`config.mk`:
```
export PLATFORM = sky130hd
export DESIGN_NAME = rtc_calendar
export DESIGN_NICKNAME = d
export VERILOG_FILES = /design/src/rtl/rtc_cal_pkg.sv /design/src/rtl/rtc_cal_counter.sv /design/src/rtl/rtc_alarm_match.sv /design/src/rtl/rtc_calendar.sv
export SDC_FILE = /design/constraint.sdc
export NUM_CORES = 1
export LEC_CHECK = 0
export ABC_AREA = 0
export BUFFER_PORTS_ARGS = -buffer_cell sky130_fd_sc_hd__buf_2
export CAP_MARGIN = 10
export CORE_AREA = 2 2 172 174
export DETAILED_ROUTE_END_ITERATION = 7
export DIE_AREA = 0 0 174 176
export GPL_ROUTABILITY_DRIVEN = 1
export GPL_TIMING_DRIVEN = 0
export SYNTH_ARGS = -nofsm -noshare
export SYNTH_HDL_FRONTEND = slang
export SYNTH_SLANG_ARGS = --single-unit
export TNS_END_PERCENT = 20
```
`constraint.sdc`:
```
create_clock -name clk -period 3.6 [get_ports clk]
set_input_delay 0.54 -clock clk [delete_from_list [all_inputs] [get_ports clk]]
set_output_delay 0.54 -clock clk [all_outputs]
set_load 0.03 [all_outputs]
```
`src/rtl/rtc_cal_pkg.sv`:
```
package rtc_cal_pkg;

    localparam int DATA_W  = 16;
    localparam int ADDR_W  = 7;
    localparam int NFIELDS = 7;

    // register byte offsets
    localparam logic [ADDR_W-1:0] A_CTRL  = 7'h00;
    localparam logic [ADDR_W-1:0] A_ISTA  = 7'h02;
    localparam logic [ADDR_W-1:0] A_IEN   = 7'h04;
    localparam logic [ADDR_W-1:0] A_AMASK = 7'h08;
    localparam logic [ADDR_W-1:0] A_TIME0 = 7'h0A;
    localparam logic [ADDR_W-1:0] A_ALRM0 = 7'h18;
    localparam logic [ADDR_W-1:0] A_WAKE  = 7'h2E;
    localparam logic [ADDR_W-1:0] A_TRIG  = 7'h3C;

    localparam int BUSY_BIT = 6;
    localparam int WAKE_BIT = 4;

    typedef struct packed {
        logic [6:0] year;
        logic [3:0] mon;
        logic [2:0] dow;
        logic [4:0] dom;
        logic [4:0] hour;
        logic [5:0] min;
        logic [5:0] sec;
    } cal_t;

    localparam cal_t CAL_RESET = '{year: 7'd0, mon: 4'd1, dow: 3'd0, dom: 5'd1,
                                   hour: 5'd0, min: 6'd0, sec: 6'd0};

    function automatic logic [DATA_W-1:0] get_field(cal_t c, logic [2:0] idx);
        case (idx)
            3'd0:    return DATA_W'(c.sec);
            3'd1:    return DATA_W'(c.min);
            3'd2:    return DATA_W'(c.hour);
            3'd3:    return DATA_W'(c.dom);
            3'd4:    return DATA_W'(c.dow);
            3'd5:    return DATA_W'(c.mon);
            3'd6:    return DATA_W'(c.year);
            default: return '0;
        endcase
    endfunction

    function automatic cal_t set_field(cal_t c, logic [2:0] idx, logic [DATA_W-1:0] d);
        cal_t r = c;
        case (idx)
            3'd0:    r.sec  = d[5:0];
            3'd1:    r.min  = d[5:0];
            3'd2:    r.hour = d[4:0];
            3'd3:    r.dom  = d[4:0];
            3'd4:    r.dow  = d[2:0];
            3'd5:    r.mon  = d[3:0];
            3'd6:    r.year = d[6:0];
            default: r = c;
        endcase
        return r;
    endfunction

    function automatic cal_t cal_merge(cal_t cur, cal_t nv, logic [NFIELDS-1:0] m);
        cal_t r = cur;
        for (int i = 0; i < NFIELDS; i++)
            if (m[i]) r = set_field(r, 3'(i), get_field(nv, 3'(i)));
        return r;
    endfunction

    function automatic logic [4:0] month_days(logic [3:0] mon, logic [6:0] year);
        case (mon)
            4'd2:                   return (year[1:0] == 2'b00) ? 5'd29 : 5'd28;
            4'd4, 4'd6, 4'd9, 4'd11: return 5'd30;
            default:                return 5'd31;
        endcase
    endfunction

    function automatic cal_t cal_advance(cal_t t);
        cal_t r = t;
        if (t.sec >= 6'd59) begin
            r.sec = '0;
            if (t.min >= 6'd59) begin
                r.min = '0;
                if (t.hour >= 5'd23) begin
                    r.hour = '0;
                    r.dow  = (t.dow >= 3'd6) ? 3'd0 : t.dow + 3'd1;
                    if (t.dom >= month_days(t.mon, t.year)) begin
                        r.dom = 5'd1;
                        if (t.mon >= 4'd12) begin
                            r.mon  = 4'd1;
                            r.year = t.year + 7'd1;
                        end else begin
                            r.mon = t.mon + 4'd1;
                        end
                    end else begin
                        r.dom = t.dom + 5'd1;
                    end
                end else begin
                    r.hour = t.hour + 5'd1;
                end
            end else begin
                r.min = t.min + 6'd1;
            end
        end else begin
            r.sec = t.sec + 6'd1;
        end
        return r;
    endfunction

endpackage

```
`src/rtl/rtc_cal_counter.sv`:
```
module rtc_cal_counter
    import rtc_cal_pkg::*;
(
    input  logic               clk,
    input  logic               rst,
    input  logic               tick,
    input  logic [NFIELDS-1:0] load_mask,
    input  cal_t               load_val,
    output cal_t               time_q,
    output cal_t               time_next
);
    cal_t base;

    always_comb begin
        base      = tick ? cal_advance(time_q) : time_q;
        time_next = cal_merge(base, load_val, load_mask);
    end

    always_ff @(posedge clk) begin
        if (rst) time_q <= CAL_RESET;
        else     time_q <= time_next;
    end
endmodule

```
`src/rtl/rtc_alarm_match.sv`:
```
module rtc_alarm_match
    import rtc_cal_pkg::*;
(
    input  cal_t               now_t,
    input  cal_t               alarm_t,
    input  logic [NFIELDS-1:0] ignore,
    output logic               hit
);
    logic [NFIELDS-1:0] eq;

    for (genvar g = 0; g < NFIELDS; g++) begin : g_fld
        assign eq[g] = ignore[g] ||
                       (get_field(now_t, 3'(g)) == get_field(alarm_t, 3'(g)));
    end

    assign hit = &eq;
endmodule

```
`src/rtl/rtc_calendar.sv`:
```
module rtc_calendar
    import rtc_cal_pkg::*;
#(
    parameter int COMMIT_CYCLES = 4
) (
    input  logic              clk,
    input  logic              rst,
    input  logic              bus_sel,
    input  logic              bus_wr,
    input  logic [ADDR_W-1:0] bus_addr,
    input  logic [DATA_W-1:0] bus_wdata,
    output logic [DATA_W-1:0] bus_rdata,
    input  logic              sec_tick,
    output logic              irq
);
    localparam int CNT_W = $clog2(COMMIT_CYCLES + 1);

    logic [ADDR_W-1:0] wa, t_off, a_off;
    logic              acc_wr, acc_rd, t_hit, a_hit;
    logic [2:0]        t_idx, a_idx;

    cal_t               sh_time, sh_alrm, pend_time, pend_alrm, alarm_q;
    cal_t               live_time, time_next;
    logic [NFIELDS-1:0] dirty_time, dirty_alrm, pend_mt, pend_ma, alarm_mask;
    logic [CNT_W-1:0]   cnt;
    logic               busy, apply, trig_ok, match, alarm_hit;
    logic               alm_en, one_shot, sta_alm, wake;

    // ---------------- address decode ----------------
    always_comb begin
        wa     = {bus_addr[ADDR_W-1:1], 1'b0};
        acc_wr = bus_sel && bus_wr;
        acc_rd = bus_sel && !bus_wr;
        t_off  = wa - A_TIME0;
        a_off  = wa - A_ALRM0;
        t_hit  = (wa >= A_TIME0) && (wa < A_TIME0 + ADDR_W'(2 * NFIELDS));
        a_hit  = (wa >= A_ALRM0) && (wa < A_ALRM0 + ADDR_W'(2 * NFIELDS));
        t_idx  = t_off[3:1];
        a_idx  = a_off[3:1];
    end

    assign busy    = (cnt != '0);
    assign apply   = (cnt == CNT_W'(1));
    assign trig_ok = acc_wr && (wa == A_TRIG) && bus_wdata[0] && !busy;

    // ---------------- staging and commit ----------------
    always_ff @(posedge clk) begin
        if (rst) begin
            sh_time    <= CAL_RESET;
            sh_alrm    <= CAL_RESET;
            pend_time  <= CAL_RESET;
            pend_alrm  <= CAL_RESET;
            dirty_time <= '0;
            dirty_alrm <= '0;
            pend_mt    <= '0;
            pend_ma    <= '0;
            cnt        <= '0;
        end else begin
            if (trig_ok) begin
                pend_time  <= sh_time;
                pend_alrm  <= sh_alrm;
                pend_mt    <= dirty_time;
                pend_ma    <= dirty_alrm;
                dirty_time <= '0;
                dirty_alrm <= '0;
                cnt        <= CNT_W'(COMMIT_CYCLES);
            end else if (busy) begin
                cnt <= cnt - 1'b1;
            end
            if (acc_wr && t_hit) begin
                sh_time           <= set_field(sh_time, t_idx, bus_wdata);
                dirty_time[t_idx] <= 1'b1;
            end
            if (acc_wr && a_hit) begin
                sh_alrm           <= set_field(sh_alrm, a_idx, bus_wdata);
                dirty_alrm[a_idx] <= 1'b1;
            end
        end
    end

    always_ff @(posedge clk) begin
        if (rst)        alarm_q <= CAL_RESET;
        else if (apply) alarm_q <= cal_merge(alarm_q, pend_alrm, pend_ma);
    end

    rtc_cal_counter u_counter (
        .clk       (clk),
        .rst       (rst),
        .tick      (sec_tick),
        .load_mask (apply ? pend_mt : '0),
        .load_val  (pend_time),
        .time_q    (live_time),
        .time_next (time_next)
    );

    rtc_alarm_match u_match (
        .now_t   (time_next),
        .alarm_t (alarm_q),
        .ignore  (alarm_mask),
        .hit     (match)
    );

    assign alarm_hit = sec_tick && alm_en && match;

    // ---------------- interrupt control ----------------
    always_ff @(posedge clk) begin
        if (rst) begin
            alm_en     <= 1'b0;
            one_shot   <= 1'b0;
            alarm_mask <= '0;
            sta_alm    <= 1'b0;
            wake       <= 1'b0;
        end else begin
            if (acc_wr && wa == A_IEN) begin
                alm_en   <= bus_wdata[0];
                one_shot <= bus_wdata[2];
            end
            if (alarm_hit && one_shot) alm_en <= 1'b0;
            if (acc_wr && wa == A_AMASK) alarm_mask <= bus_wdata[NFIELDS-1:0];
            if (acc_rd && wa == A_ISTA) sta_alm <= 1'b0;
            if (alarm_hit) sta_alm <= 1'b1;
            if (acc_wr && wa == A_WAKE) wake <= wake && bus_wdata[WAKE_BIT];
            if (alarm_hit) wake <= 1'b1;
        end
    end

    assign irq = sta_alm;

    // ---------------- read mux ----------------
    always_comb begin
        bus_rdata = '0;
        if (acc_rd) begin
            case (wa)
                A_CTRL:  bus_rdata[BUSY_BIT] = busy;
                A_ISTA:  bus_rdata[0]        = sta_alm;
                A_IEN:   bus_rdata[2:0]      = {one_shot, 1'b0, alm_en};
                A_AMASK: bus_rdata           = DATA_W'(alarm_mask);
                A_WAKE:  bus_rdata[WAKE_BIT] = wake;
                default: begin
                    if (t_hit)      bus_rdata = get_field(live_time, t_idx);
                    else if (a_hit) bus_rdata = get_field(alarm_q, a_idx);
                end
            endcase
        end
    end
endmodule

```
== Word level (Yosys, flattened, before mapping) ==
Cells that the tools add are included.

* Memory bits (writable): 0
* Memories kept: 0
* Output and inout bits: 17
* Bits in registers: 258
* Logic and storage cells: 229
* Input bits: 28
* Memory bits (read-only): 0
* Bits in latches: 0

* Div/mod/pow operators: 0
* Eq/ne operators: 30
* Reduce and logical (&&, ||, !) cells: 60
* Multiply operators: 0
* Muxes and demuxes: 60
* Bitwise logic cells: 2
* Shift operators: 0
* Order comparisons: 14
* Add/subtract/negate cells: 10

{| class="wikitable"
|+ Operators with widths
! operator !! number
|-
| $mux 36 || 3
|-
| $pmux 7 s7 || 2
|-
| $mux 7 || 9
|-
| $mux 29 || 2
|-
| $mux 25 || 2
|-
| $mux 22 || 2
|-
| $mux 17 || 2
|-
| $mux 16 || 2
|-
| $mux 30 || 1
|-
| $reduce_and 2->1 || 14
|-
| $mux 5 || 5
|-
| $mux 12 || 2
|-
| $mux 24 || 1
|-
| $mux 6 || 4
|-
| $logic_and 1x1->1 || 19
|-
| $mux 19 || 1
|-
| $eq 3x3->1 const B || 6
|-
| $or 7x7->7 || 2
|-
| $add 6x1->6 const B || 2
|-
| $eq 3x2->1 const B || 4
|-
| $eq 6x5->1 const B || 2
|-
| $eq 6x6->1 || 2
|-
| $ge 6x6->1 const B || 2
|-
| $mux 11 || 1
|-
| 49 further kinds || 84
|}

== Longest topological paths before layout ==
* Depth in word-level cells: 25
* Depth in mapped cells: 16

== Hierarchy ==
Synthesis repeated with hierarchy kept, for this count alone.

* Cell total of the unflattened synthesis: 1515
* Area, all modules: 12044.1 um2

{| class="wikitable"
|+ By module, submodules not included
! module !! cells each !! area an instance (um2) !! times used
|-
| rtc_calendar || 1130 || 9075.0 || 1
|-
| rtc_cal_counter || 335 || 2549.9 || 1
|-
| rtc_alarm_match || 50 || 419.2 || 1
|}

== Worst setup path before layout ==
No wires, ideal clock.

* Path kind: in2out
* Start: input port bus_addr[1]
* End: output port bus_rdata[2]
* Setup slack: 0.079 ns
* Stages: 10
* Arrival time: 2.981 ns
* Path buffers: 3
* Cells stage by stage: clkbuf_1 -> inv_1 -> ha_1 -> ha_1 -> clkbuf_1 -> clkbuf_1 -> a31oi_1 -> a31oi_1 -> o21ai_0 -> a21oi_1

* Word-level cells in the longest chain between the ends: 7
* Elaborated cells on any way between the ends: 34
* Classes of those cells: 2 x add/sub; 4 x order compare; 16 x eq/ne; 6 x mux; 6 x reduce/logical

{| class="wikitable"
|+ RTL lines
! item !! RTL line !! text
|-
| start, declared || rtc_calendar.sv:10 || <nowiki>input logic [ADDR_W-1:0] bus_addr,</nowiki>
|-
| $sub 4x4->4 || rtc_calendar.sv:35 || <nowiki>a_off = wa - A_ALRM0;</nowiki>
|-
| $eq 3x3->1, or another cell as far along || rtc_cal_pkg.sv:34 || <nowiki>case (idx)</nowiki>
|-
| $pmux 7 s7 || rtc_cal_pkg.sv:34 ||
|-
| $mux 7 || rtc_calendar.sv:141 || <nowiki>else if (a_hit) bus_rdata = get_field(alarm_q, a_idx);</nowiki>
|-
| $mux 16 || rtc_calendar.sv:140 || <nowiki>if (t_hit) bus_rdata = get_field(live_time, t_idx);</nowiki>
|-
| $pmux 2 s3 (*) || rtc_calendar.sv:133 || <nowiki>case (wa)</nowiki>
|-
| $mux 16 (*) || rtc_calendar.sv:132 || <nowiki>if (acc_rd) begin</nowiki>
|-
| end, declared || rtc_calendar.sv:12 || <nowiki>output logic [DATA_W-1:0] bus_rdata,</nowiki>
|}

Mark *: on every way between the ends. The rest lies on a longest branch, timed or not.

== Worst setup path after layout ==
* Start: input port bus_addr[1]
* End: output port bus_rdata[4]

* Word-level cells in the longest chain between the ends: 7
* Elaborated cells on any way between the ends: 34
* Classes of those cells: 2 x add/sub; 4 x order compare; 16 x eq/ne; 6 x mux; 6 x reduce/logical

{| class="wikitable"
|+ RTL lines
! item !! RTL line
|-
| $sub 4x4->4 || rtc_calendar.sv:35
|-
| $eq 3x3->1, or another cell as far along || rtc_cal_pkg.sv:34
|-
| $pmux 7 s7 || rtc_cal_pkg.sv:34
|-
| $mux 7 || rtc_calendar.sv:141
|-
| $mux 16 || rtc_calendar.sv:140
|-
| $pmux 1 s3 (*) || rtc_calendar.sv:133
|-
| $mux 16 (*) || rtc_calendar.sv:132
|}

Marks and branches as above.

==> run_results.csv <==
group,metric,value,unit
run_status,status,"finished, violations left",
run_status,violations,"setup timing",
final_layout,area_growth,16.2,%
floorplanning,die_w,174,microns
drt,antenna_left,0,
global_route,grt_start_max_net_pins,15,
yosys,async_reset_ff_share,0,%
sta,relSlewSlack,22.4,%
critical_path,arrival,3.07,ns
yosys,synthSimpleGateAreaFrac,23.3,%
sta,fin_crit_sh,100,%
power,power.density,481,mW/mm^2
power,p_switching,1.69,mW
floorplanning,die_y,176,microns
floorplanning,core_area,0.0285,sq mm
placement,gp_congestion,1.00,
critical_path,rr_worst_depth,12,
yosys,syn_area,0.0122,sq mm
sta,skew,0.0173,ns
yosys,synthCells,1520,
drt,routed_wl,46300,microns
yosys,yosys.area.top_type,"dfxtp_1",
drt,vias,11600,
final_layout,antenna_cells,0,
sta,hold_viol,0,
yosys,synth_adder_area_share,2.36,%
clock_tree,cts_root_buf,"clkbuf_16",
yosys,avgSynthCellArea,8.01,sq um
sta,setup_ws,-0.00892,ns
final_layout,fin_util,49.6,%
floorplanning,start_util,42.7,%
yosys,yosys.area_share.xor_xnor,3.56,%
power,sequentialPowerShare,42.5,%
critical_path,required,3.06,ns
final_layout,nets,1634,
worst_hold_path,hold_path_depth,3,
floorplanning,num_rows,62,
clock_tree,htree_num_levels,1,
sta,setup_violations,1,
yosys,synth_edf_count,0,
critical_path,cp_max_fo,10,
drt,vias_per_cell,5.82,
worst_hold_path,hold_path.class,"in -> reg",
yosys,yosys-top-cells-area,"dfxtp_1, nand2_1, a21oi_1",
global_route,grt_first_pass_wirelength,68500,microns
drt,drtPass1Iterations,6,
yosys,synthMuxAreaShare,5.03,%
critical_path,crit_path_top_delay_cell,"a222oi_1",
floorplanning,ioPinCount,45,
yosys,ys_types,80,
sta,period_needed,3.61,ns
critical_path,cpPeakStageDelay,0.37,ns
clock_tree,cts_tree,"yes",
placement,port-buffer-count,21,
drt,drt_iter0_drc,1122,
power,cell_internal_pwr,5.12,mW
global_route,grt_pass1_vias,10800,
yosys,synth_top_family_by_area,"simple AND/OR/NAND/NOR gates",
yosys,yosysSeqAreaShare,42.4,%
critical_path,crit_buf_inv,6,
sta,fmax,277,MHz
drt,route.detailed.drc,0,
clock_tree,insertion_delay,0.57,ns
critical_path,crit_top_cell,"clkbuf_4",
sta,setup_tns,-0.00892,ns
yosys,synthFlopType,"dfxtp_1",
clock_tree,cts_buffers,29,
power,p_sw_share,24.8,%
critical_path,critPathTopFamily,"buffers and inverters",
clock_tree,cts.path.max_buffers,3,
global_route,grt.overflow.total,0,
final_layout,fill_cells,2918,
power,p_leak,4.96,nW
critical_path,cp-start-kind,"input pin",
final_layout,regArea,0.00517,sq mm
floorplanning,die_area,0.0306,sq mm
global_route,antenna_found_initial,0,
yosys,yosysWarnings,0,
sta,final-max-slew-violation-count,0,
critical_path,critPathKind,"in -> out",
sta,rsz0062_at_grt,"yes",
critical_path,endpoint_kind,"output pin",
global_route,grt_usage,29.8,%
clock_tree,clock-sinks,258,
yosys,synth_top_area_share,42.4,%
critical_path,worstPathCellList,"buf_2 > buf_6 > clkinvlp_4 > ha_1 > clkbuf_4 > clkbuf_4 > a221oi_1 > o22ai_1 > a222oi_1 > nor2_2 > buf_4",
power,p_comb_share,7.9,%
final_layout,drive_gt1_share,10.3,%
power,pwr-share-clk,49.6,%
power,ir_drop,0.407,mV
placement,hpwl,34100,microns
final_layout,multi_input_area,0.00665,sq mm
sta,tightest_slew,1.16,ns
drt,wl_per_cell,23.3,microns
yosys,synth-compound-area-share,18.6,%
critical_path,crit_cells,11,
clock_tree,path_clk_slew,0.06,ns
run,drv_cap,0,
yosys,ys_ff_latch,258,
-- state kept, by name (all words and copies together) (netlist names), 3 cells and up --
signal,count
alarm_mask,7
alarm_q,36
cnt,3
dirty_alrm,7
dirty_time,7
pend_alrm,36
pend_ma,7
pend_mt,7
pend_time,36
sh_alrm,36
sh_time,36
u_counter.time_q,36
-- through the flow --
step	area, sq um	hold slack, ns	instances	setup WS (ns)	power (mW)
6_report	14200	0.274	1990	-0.00892	6.81
5_1_grt	14200	0.289	1990	-0.0301	6.97
2_1_floorplan	12200	0.429	1528	0.0789	3.24
3_5_place_dp	12800	0.442	1933	-1.05	3.45
4_1_cts	14000	0.251	1987	-0.00601	6.80
3_3_place_gp	12800	0.436	1933	-1.08	3.45
-- cells by family (layout without fill, tap and decap cells) --
kind of cell | after synthesis | count (layout)
fa+ha+maj | 23 | 23
flops | 258 | 258
other cells | 1 | 9
mux | 60 | 60
compound gates | 362 | 362
xor+xnor | 48 | 48
buf+inv | 138 | 216
simple gates | 630 | 630
-- cell type report --
| cell class | instances | area share, % |
|---|---|---|
| buffer | 119 | 3.89 |
| clock buffer | 38 | 5.86 |
| clock inverter | 16 | 1.83 |
| inverter | 18 | 0.530 |
| multi-input combinational | 1132 | 47.0 |
| sequential | 258 | 36.5 |
| tap | 384 | 3.39 |
| timing repair buffer | 25 | 0.972 |
-- what timing repair did --
item	4_1_cts	5_1_grt
gates resized for setup	36	41
hold buffers	0	0
pin swaps	1	6
endpoints found under the setup margin	30	49
buffers inserted	0	4
-- path summary, 6_finish.rpt --
check / slack [ns] / endpoint / from
max reg2reg: 0.10 / alm_en / u_counter.time_q[7]
min: 0.27 / sh_alrm[35] / bus_wdata[6]
max: -0.009 / bus_rdata[4] / bus_addr[1]
min reg2reg: 0.45 / pend_time[4] / sh_time[4]
-- Yosys cell counts (all sizes together), types with 7 or more instances --
master,count
nand2,301
dfxtp,258
a21oi,190
nor2,119
clkbuf,96
nand3,90
mux2i,50
o21ai,37
xnor2,29
buf,24
ha,23
nor3,23
nor2b,22
a22oi,19
inv,18
xor2,18
and2,14
a211oi,13
and3,12
a31oi,10
mux2,10
nand4,9
a222oi,8
nand2b,8
a211o,7
nand3b,7
o31ai,7
-- worst min-delay path, cell delays in order --
cell	delay, ns
buf_2	0.13
nand3_1	0.06
a21oi_1	0.05
-- cells in the final DEF (no fill, tap or decap), types with 8 or more instances in the layout --
cell	instances
xnor2_1	28
mux2_2	10
mux2i_1	50
and3_1	12
nor2_1	117
clkinv_2	8
dfxtp_1	254
buf_2	27
nand2_1	301
clkbuf_2	8
inv_1	16
a21oi_1	186
nand3_1	90
nor3_1	20
a211oi_1	13
a31oi_1	10
clkbuf_1	82
a222oi_1	8
clkbuf_8	8
a22oi_1	19
o21ai_0	29
and2_1	10
clkbuf_16	29
xor2_1	18
ha_1	16
nand4_1	8
nor2b_1	21
buf_4	14
conb_1	9
-- power groups by stage --
| stage | sequential (mW) | clock, mW | combinational (mW) |
|---|---|---|---|
| floorplan | 2.95 | 0 | 0.291 |
| global placement | 2.95 | 0 | 0.492 |
| detailed placement | 2.95 | 0 | 0.493 |
| CTS | 2.89 | 3.40 | 0.513 |
| global route | 2.90 | 3.51 | 0.571 |
| finish | 2.89 | 3.38 | 0.540 |
-- metal layers --
metal  up-vias  wire length [microns]  part of all wire (%)  track usage, %
li1       5424                      -                     -               -
met1      5578                  20400                    44            40.8
met2       476                  20600                    45            47.2
met3       103                   3420                   7.4            4.80
met4         0                   1850                   4.0            11.4
met5         -                      0                     0               0
No activity file was read; power rests on OpenSTA's default activity.
